===== src/rtl/wr_pkg.sv =====
package wr_pkg;
    typedef enum logic [1:0] {
        ST_IDLE,
        ST_HDR,
        ST_PIX_A,
        ST_PIX_B
    } wr_state_e;

    localparam logic [7:0] OP_COL_WIN = 8'h2A;
    localparam logic [7:0] OP_ROW_WIN = 8'h2B;
    localparam logic [7:0] OP_MEM_WR  = 8'h2C;
    localparam int unsigned HDR_LEN   = 11;
endpackage


===== src/rtl/wr_px_pack.sv =====
module wr_px_pack #(
    parameter int unsigned PIX_W = 32
) (
    input  logic [PIX_W-1:0] pix,
    input  logic             fmt_xrgb,
    input  logic             swap,
    output logic [7:0]       first_byte,
    output logic [7:0]       second_byte
);
    logic [15:0] rgb565;

    always_comb begin
        if (fmt_xrgb) rgb565 = {pix[23:19], pix[15:10], pix[7:3]};
        else          rgb565 = pix[15:0];
        first_byte  = swap ? rgb565[7:0]  : rgb565[15:8];
        second_byte = swap ? rgb565[15:8] : rgb565[7:0];
    end
endmodule


===== src/rtl/wr_win_hdr.sv =====
module wr_win_hdr #(
    parameter int unsigned COORD_W = 16
) (
    input  logic [3:0]         idx,
    input  logic [COORD_W-1:0] xs,
    input  logic [COORD_W-1:0] xe,
    input  logic [COORD_W-1:0] ys,
    input  logic [COORD_W-1:0] ye,
    output logic [7:0]         hdr_byte,
    output logic               hdr_is_data
);
    import wr_pkg::*;

    logic [15:0] xs16, xe16, ys16, ye16;

    always_comb begin
        xs16 = 16'(xs);
        xe16 = 16'(xe);
        ys16 = 16'(ys);
        ye16 = 16'(ye);
        hdr_is_data = 1'b1;
        case (idx)
            4'd0:    begin hdr_byte = OP_COL_WIN; hdr_is_data = 1'b0; end
            4'd1:    hdr_byte = xs16[15:8];
            4'd2:    hdr_byte = xs16[7:0];
            4'd3:    hdr_byte = xe16[15:8];
            4'd4:    hdr_byte = xe16[7:0];
            4'd5:    begin hdr_byte = OP_ROW_WIN; hdr_is_data = 1'b0; end
            4'd6:    hdr_byte = ys16[15:8];
            4'd7:    hdr_byte = ys16[7:0];
            4'd8:    hdr_byte = ye16[15:8];
            4'd9:    hdr_byte = ye16[7:0];
            default: begin hdr_byte = OP_MEM_WR; hdr_is_data = 1'b0; end
        endcase
    end
endmodule


===== src/rtl/win_refresh_seq.sv =====
module win_refresh_seq
    import wr_pkg::*;
#(
    parameter int unsigned COORD_W = 16,
    parameter int unsigned PIX_W   = 32
) (
    input  logic               clk,
    input  logic               rst_n,
    input  logic               enable,
    input  logic               fmt_xrgb,
    input  logic               swap_bytes,
    input  logic               req_valid,
    input  logic [COORD_W-1:0] req_x0,
    input  logic [COORD_W-1:0] req_y0,
    input  logic [COORD_W-1:0] req_x1,
    input  logic [COORD_W-1:0] req_y1,
    input  logic               pix_valid,
    input  logic [PIX_W-1:0]   pix_data,
    output logic               pix_ready,
    output logic               out_valid,
    output logic [7:0]         out_data,
    output logic               out_is_data,
    input  logic               out_ready,
    output logic               busy,
    output logic               done
);
    localparam logic [COORD_W-1:0] ONE      = COORD_W'(1);
    localparam logic [3:0]         HDR_LAST = 4'(HDR_LEN - 1);

    typedef struct packed {
        wr_state_e          state;
        logic [3:0]         hdr_idx;
        logic [COORD_W-1:0] xs;
        logic [COORD_W-1:0] xe;
        logic [COORD_W-1:0] ys;
        logic [COORD_W-1:0] ye;
        logic [COORD_W-1:0] col;
        logic [COORD_W-1:0] row;
        logic [COORD_W-1:0] wlast;
        logic [COORD_W-1:0] hlast;
        logic               fmt;
        logic               swap;
        logic [7:0]         lo_byte;
        logic               done;
    } wr_regs_t;

    wr_regs_t r_q, r_d;

    logic [7:0] hdr_byte, px_first, px_second;
    logic       hdr_is_data;

    wr_win_hdr #(.COORD_W(COORD_W)) u_hdr (
        .idx         (r_q.hdr_idx),
        .xs          (r_q.xs),
        .xe          (r_q.xe),
        .ys          (r_q.ys),
        .ye          (r_q.ye),
        .hdr_byte    (hdr_byte),
        .hdr_is_data (hdr_is_data)
    );

    wr_px_pack #(.PIX_W(PIX_W)) u_pack (
        .pix         (pix_data),
        .fmt_xrgb    (r_q.fmt),
        .swap        (r_q.swap),
        .first_byte  (px_first),
        .second_byte (px_second)
    );

    always_comb begin
        r_d         = r_q;
        r_d.done    = 1'b0;
        out_valid   = 1'b0;
        out_data    = 8'h00;
        out_is_data = 1'b1;
        pix_ready   = 1'b0;
        case (r_q.state)
            ST_IDLE: begin
                if (req_valid && enable) begin
                    r_d.state   = ST_HDR;
                    r_d.hdr_idx = 4'd0;
                    r_d.xs      = req_x0;
                    r_d.ys      = req_y0;
                    r_d.xe      = req_x1 - ONE;
                    r_d.ye      = req_y1 - ONE;
                    r_d.wlast   = req_x1 - req_x0 - ONE;
                    r_d.hlast   = req_y1 - req_y0 - ONE;
                    r_d.col     = '0;
                    r_d.row     = '0;
                    r_d.fmt     = fmt_xrgb;
                    r_d.swap    = swap_bytes;
                end
            end
            ST_HDR: begin
                out_valid   = 1'b1;
                out_data    = hdr_byte;
                out_is_data = hdr_is_data;
                if (out_ready) begin
                    if (r_q.hdr_idx == HDR_LAST) r_d.state = ST_PIX_A;
                    else r_d.hdr_idx = r_q.hdr_idx + 4'd1;
                end
            end
            ST_PIX_A: begin
                out_valid = pix_valid;
                out_data  = px_first;
                pix_ready = out_ready;
                if (pix_valid && out_ready) begin
                    r_d.lo_byte = px_second;
                    r_d.state   = ST_PIX_B;
                end
            end
            default: begin
                out_valid = 1'b1;
                out_data  = r_q.lo_byte;
                if (out_ready) begin
                    r_d.state = ST_PIX_A;
                    if (r_q.col == r_q.wlast) begin
                        r_d.col = '0;
                        if (r_q.row == r_q.hlast) begin
                            r_d.state = ST_IDLE;
                            r_d.done  = 1'b1;
                        end else begin
                            r_d.row = r_q.row + ONE;
                        end
                    end else begin
                        r_d.col = r_q.col + ONE;
                    end
                end
            end
        endcase
    end

    always_ff @(posedge clk or negedge rst_n) begin
        if (!rst_n) begin
            r_q       <= '0;
            r_q.state <= ST_IDLE;
        end else begin
            r_q <= r_d;
        end
    end

    assign busy = (r_q.state != ST_IDLE);
    assign done = r_q.done;

    // a byte flagged as a command is always one of the three opcodes
    p_cmd_code_r1: assert property (@(posedge clk) disable iff (!rst_n)
        (out_valid && !out_is_data) |->
        (out_data == OP_COL_WIN || out_data == OP_ROW_WIN || out_data == OP_MEM_WR));

    // a stalled byte is held
    p_hold_r10: assert property (@(posedge clk) disable iff (!rst_n)
        (out_valid && !out_ready && r_q.state != ST_PIX_A) |=>
        (out_valid && $stable(out_data)));

    // done follows a data byte handshake and lasts one cycle
    p_done_after_r9: assert property (@(posedge clk) disable iff (!rst_n)
        done |-> ($past(out_valid && out_ready && out_is_data) && !busy));
    p_done_pulse_r9: assert property (@(posedge clk) disable iff (!rst_n)
        done |=> !done);

    // a disabled idle block stays idle
    p_drop_r7: assert property (@(posedge clk) disable iff (!rst_n)
        (!busy && !enable) |=> !busy);

    // pixels are fetched only while a refresh streams data
    p_pix_fetch_r3: assert property (@(posedge clk) disable iff (!rst_n)
        pix_ready |-> (busy && out_is_data));
endmodule


===== config.mk =====
export PLATFORM = sky130hd
export DESIGN_NAME = win_refresh_seq
export DESIGN_NICKNAME = d
export VERILOG_FILES = /design/src/rtl/wr_pkg.sv /design/src/rtl/wr_px_pack.sv /design/src/rtl/wr_win_hdr.sv /design/src/rtl/win_refresh_seq.sv
export SDC_FILE = /design/constraint.sdc
export NUM_CORES = 1
export LEC_CHECK = 0
export ABC_AREA = 1
export BUFFER_PORTS_ARGS = -buffer_cell sky130_fd_sc_hd__buf_2
export CAP_MARGIN = 10
export CORE_ASPECT_RATIO = 1.2
export CORE_MARGIN = 5
export CORE_UTILIZATION = 55
export DETAILED_ROUTE_END_ITERATION = 6
export PLACE_DENSITY = 0.87
export SYNTH_ARGS = -nofsm -noshare
export SYNTH_HDL_FRONTEND = slang
export SYNTH_SLANG_ARGS = --single-unit
export TNS_END_PERCENT = 30

===== constraint.sdc =====
create_clock -name clk -period 4 [get_ports clk]
set_input_delay 0.4 -clock clk [delete_from_list [all_inputs] [get_ports clk]]
set_output_delay 0.4 -clock clk [all_outputs]
set_load 0.01 [all_outputs]

# --- After elaboration in Yosys (flattened, before gate mapping) ---
# Cells that the tools add are included.
totals:
  reg_bits: 145
classes:
  reduce_logical: 18
  n_addsub: 9
  bitwise_logic: 1
  eq_ne: 20
  n_mux: 28
ops:
  columns: ["operator", "n"]
  rows:
  - ["two-way mux 136 bit", 1]
  - ["case mux 8 bit (10 select lines)", 1]
  - ["two-way mux 16 bit", 4]
  - ["case mux 32 bit (2 select lines)", 1]
  - ["subtractor 16 x 1 -> 16 bit (second input constant)", 4]
  - ["adder 16 x 1 -> 16 bit (second input constant)", 2]
  - ["equality test 16 bit", 2]
  - ["two-way mux 32 bit", 1]
  - ["subtractor 16 bit", 2]
  - ["case mux 8 bit (3 select lines)", 1]
  - ["equality test 4 x 3 -> 1 bit (second input constant)", 4]
  - ["two-way mux 8 bit", 2]
  - ["equality test 4 bit (second input constant)", 3]
  - ["two-way mux 2 bit", 5]
  - ["inequality test 2 bit (second input constant)", 5]
  - ["AND reduction 5 bit", 2]
  - ["equality test 4 x 2 -> 1 bit (second input constant)", 2]
  - ["case mux 4 bit (2 select lines)", 1]
  - ["nonzero test 2 bit", 4]
  - ["OR reduction 8 bit", 1]
  - ["two-way mux 1 bit", 7]
  - ["two-way mux 6 bit", 1]
  - ["case mux 2 bit (3 select lines)", 1]
  - ["adder 4 x 1 -> 4 bit (second input constant)", 1]
  - ["16 further kinds", 18]

# --- Depth between registers and ports, before layout ---
logic_depth:
  ltp_word: 5
  mapped_depth: 13

# --- By module ---
# Synthesis repeated with hierarchy kept, for this count alone.
unflattened:
  cells_unflattened: 1578
  hier_area_um2: 10487.6
by_module_without_submodules:
  columns: ["module", "area_per_inst_um2", "n_inst", "cells_each"]
  rows:
  - ["win_refresh_seq", 9262.6, 1, 1317]
  - ["wr_win_hdr", 706.9, 1, 152]
  - ["wr_px_pack", 518.0, 1, 109]

# --- Worst setup path before layout ---
# OpenSTA, ideal clock, no wires.
synth_timing:
  path_type: "reg-to-output"
  start: "register r_q[139] in the netlist's numbering"
  end: "output out_data[2]"
  arrival_ns: 1.591
  stages_incl_launch_ff: 13
  slack_ns: 2.009
  t_required_ns: 3.600
  n_path_buf: 0
  cell_sequence: "dfrtp_1 -> inv_1 -> ha_1 -> inv_1 -> nor2_1 -> nand2_1 -> nand2_1 -> inv_1 -> nand2_1 -> nor2_1 -> nand2_1 -> nand2_1 -> a21oi_1"
synth_via:
  elab_chain_len: 3
synth_rtl:
  columns: ["element", "line", "text"]
  rows:
  - ["from (decl)", "win_refresh_seq.sv:47", "wr_regs_t r_q, r_d;"]
  - ["from (signal assigned)", "win_refresh_seq.sv:138", "r_q <= r_d;"]
  - ["equality test 4 bit, or another cell as far along", "wr_win_hdr.sv:22", "case (idx)"]
  - ["case mux 8 bit (10 select lines) (*)", "wr_win_hdr.sv:22", null]
  - ["case mux 8 bit (3 select lines) (*)", "win_refresh_seq.sv:77", "case (r_q.state)"]
  - ["to (decl)", "win_refresh_seq.sv:21", "output logic [7:0] out_data,"]
# Mark *: on every way between the ends. The rest lies on a longest branch, timed or not.

# --- Worst setup path after layout ---
# Ends and elaborated chain as after synthesis.

==> summary.log <==
[power] worst supply voltage drop on vdd 322 µV
[synth] number of flops mapped to enable cells by yosys 0
[detailed_routing] drt drc 0
[setup_path] classification of the worst setup path reg2out
[timing] unrepaired setup endpoints after global routing no
[place] hpwl dp 21.2 mm
[clock_network] largest buffer count on any clock path 2
[setup_path] nature of the critical path endpoint output port
[power] power density over the cells 607 nW/µm²
[die] Core Rows 54
[clock_network] worst-skew pair later-pin latency 0.43 ns
[synth] synthesized area divided by synthesized cell count 6.70 µm²
[detailed_routing] number of antenna-violating nets in the routed design 0
[timing] max-slew violation count 0
[die] die width 134 µm
[clock_network] total of cells resized after clock tree synthesis 0
[synth] Syn Nets 1,667
[setup_path] data required time of the critical path 3.60 ns
[finish] number of nets in the layout 1,759
[global_route] GRT Util Overall 0.264
[detailed_routing] DR pass1 iterations 6
[global_route] largest net degree at the start of global routing 101
[timing] slew at the pin with the worst max-slew slack 0.922 ns
[clock_network] deepest level of the CTS H-tree 4
[timing] Final Hold Violating Endpoints 0
[synth] cell accounting for the most synthesized area dfrtp_1
[synth] Synth Flop Type dfrtp_1
[timing] tightest slew margin relative to the limit 0.386
[clock_network] total clock buffers created by CTS 17
[clock_network] CTS sink count 145
[synth] number of warnings issued by yosys 0
[detailed_routing] Via-to-Cell Ratio 5.53
[detailed_routing] total routed wirelength 28.3 mm
[global_route] number of global-route vias before repair 9,544
[status] run status finished clean
[synth] cell count after synthesis 1,518
[die] Die Footprint 21,300 µm²
[global_route] aggregate global routing overflow 0
[synth] FF+latch count, synth 145
[setup_path] biggest fanout along the worst timing path 8
[timing] final-layout worst hold slack 0.0657 ns
[detailed_routing] wire length per cell after detailed routing 15.3 µm
[timing] setup_tns 0 ns
[die] floorplan die height 159 µm
[power] leakage 5.97 nW
[place] count of input and output buffers 105
[global_route] global-route wire length before repair 46.1 mm
[detailed_routing] DR iter-0 viols 968
[finish] Antenna Diode Count 0
[timing] share of the cycle needed by the critical path after routing 0.751
[clock_network] CTS tree yes
[die] num ports 117
[clock_network] clock root cell clkbuf_16
[clock_network] total setup buffers inserted after CTS 0
[hold_path] worst hold path type in2async
[timing] final clock skew 0.0112 ns
[clock_network] # hold bufs at CTS 0
[timing] FMAX 333 MHz
[synth] area share of the leading cell type in the synthesized netlist 0.357
[timing] number of setup violations in the final report 0
[synth] count of different cell masters after synthesis 40
[finish] fraction of final layout cells with drive strength greater than 1 0.105
[setup_path] critical path data arrival time 2.60 ns
[synth] Post-synth ARST share 1.00
[synth] cells taking the most area after synthesis dfrtp_1 36%, nand2_1 20%, inv_1 6.6%
[global_route] number of antenna violations at the first check in global routing 3
[job] number of maximum-capacitance violations 0
[die] initial core utilization 0.559
[timing] Tmin final 3.00 ns
[clock_network] clock slew at the register clock pins of the worst setup and hold paths 0.07 ns
[setup_path] critical path startpoint category register
[die] Core Box Area 18,200 µm²
[synth] proportion of synthesized chip area in sequential cells 0.357
[detailed_routing] via count of the routed design 10.2k
[synth] cell area after synthesis 10,200 µm²
[finish] layout-stage area growth over the synthesis result 12.5%
[setup_path] length in cells of the worst reg-to-reg path 9
[place] Routability Congestion 0.937
## placed cells by master (no fill, tap or decap), types with 33 or more instances in the layout
cell type / n
o21ai_0: 111
nand4_1: 33
dfrtp_1: 145
a21oi_1: 49
buf_2: 104
nand3_1: 79
nor2_1: 168
inv_1: 178
ha_1: 43
nand2_1: 529
## worst max-delay path, stage by stage, from the launching register on
cell and delay [ns]:
dfrtp_1 0.42, inv_1 0.13, ha_1 0.23, inv_1 0.09
nor2_1 0.48, nand2_1 0.10, nand2_1 0.11, inv_1 0.05
nand2_1 0.05, nor2_1 0.04, nand2_1 0.08, nand2_1 0.06
a21oi_1 0.18, buf_2 0.16
## state kept, by name, indices dropped and copies added, names as in the netlist
register,count
r_q,144
done,1
## power by group
part / switching [mW] / total (mW) / internal [mW] / leakage (nW)
Clock: 0.675 / 1.51 / 0.833 / 0.259
Combinational: 1.85 / 2.87 / 1.03 / 3.89
Sequential: 0.497 / 2.55 / 2.06 / 1.83
Total: 3.02 / 6.94 / 3.92 / 5.97
## cell type report
cell class / count / area (µm²)
Fill cell: 1580 / 6740
Sequential cell: 145 / 3630
Clock buffer: 19 / 453
Multi-Input combinational cell: 1154 / 5700
Tap cell: 224 / 280
Timing Repair Buffer: 111 / 589
Inverter: 181 / 679
Clock inverter: 13 / 100
## cells in the mapped netlist (all sizes together) (7+ instances only)
| master | instances |
|---|---|
| nand2 | 540 |
| inv | 181 |
| nor2 | 173 |
| dfrtp | 145 |
| o21ai | 112 |
| nand3 | 82 |
| a21oi | 49 |
| ha | 43 |
| nand4 | 33 |
| xor2 | 31 |
| clkbuf | 28 |
| nor3 | 17 |
| xnor2 | 15 |
| mux2i | 11 |
| buf | 10 |
| o21a | 7 |
## metal layers
| metal | vias up | global-route usage | wire (µm) |
|---|---|---|---|
| met1 | 4693 | 0.352 | 12000 |
| met2 | 450 | 0.438 | 13400 |
| met3 | 72 | 0.0405 | 2010 |
| met4 | 6 | 0.0944 | 799 |
| met5 | - | 0 | 33 |
| li1 | 4995 | - | - |
## worst paths after layout
kind / startpoint / slack (ns) / to
min reg2reg: r_q[110]$_DFFE_PN0P_ / 0.49 / r_q[110]$_DFFE_PN0P_
min: rst_n / 0.07 / r_q[43]$_DFFE_PN0P_
min in group clk: fmt_xrgb / 0.18 / r_q[10]$_DFFE_PN0P_
max: r_q[139]$_DFFE_PN0P_ / 1.0 / out_data[2]
max reg2reg: r_q[143]$_DFFE_PN0P_ / 1.39 / r_q[58]$_DFFE_PN0P_
max in group asynchronous: rst_n / 3.10 / r_q[129]$_DFFE_PN0P_
## cell families (layout without fill, tap and decap cells)
logic type                 count (synthesis)  after routing  share of synthesized area
AOI/OAI and AO/OA                        190            190                      0.101
DFF                                      145            145                      0.357
buffers and inverters                    219            324                     0.0833
adders and majority gates                 45             45                     0.0569
xor gates and xnor gates                  46             46                     0.0396
and+or+nand+nor                          862            862                      0.351
muxes                                     11             11                     0.0108
## stage by stage
step / setup slack, ns / cells / instance area (µm²) / util / power, mW
2_1_floorplan: 2.01 / 1518 / 10200 / - / 4.50
3_3_place_gp: 1.54 / 1815 / 10900 / 0.599 / 5.26
3_5_place_dp: 1.47 / 1815 / 10900 / 0.599 / 5.37
4_1_cts: 1.04 / 1847 / 11400 / 0.629 / 6.90
5_1_grt: 0.865 / 1847 / 11400 / 0.629 / 7.44
6_report: 0.998 / 1847 / 11400 / 0.629 / 6.94
Note: power is estimated with default switching activity, not from simulation.
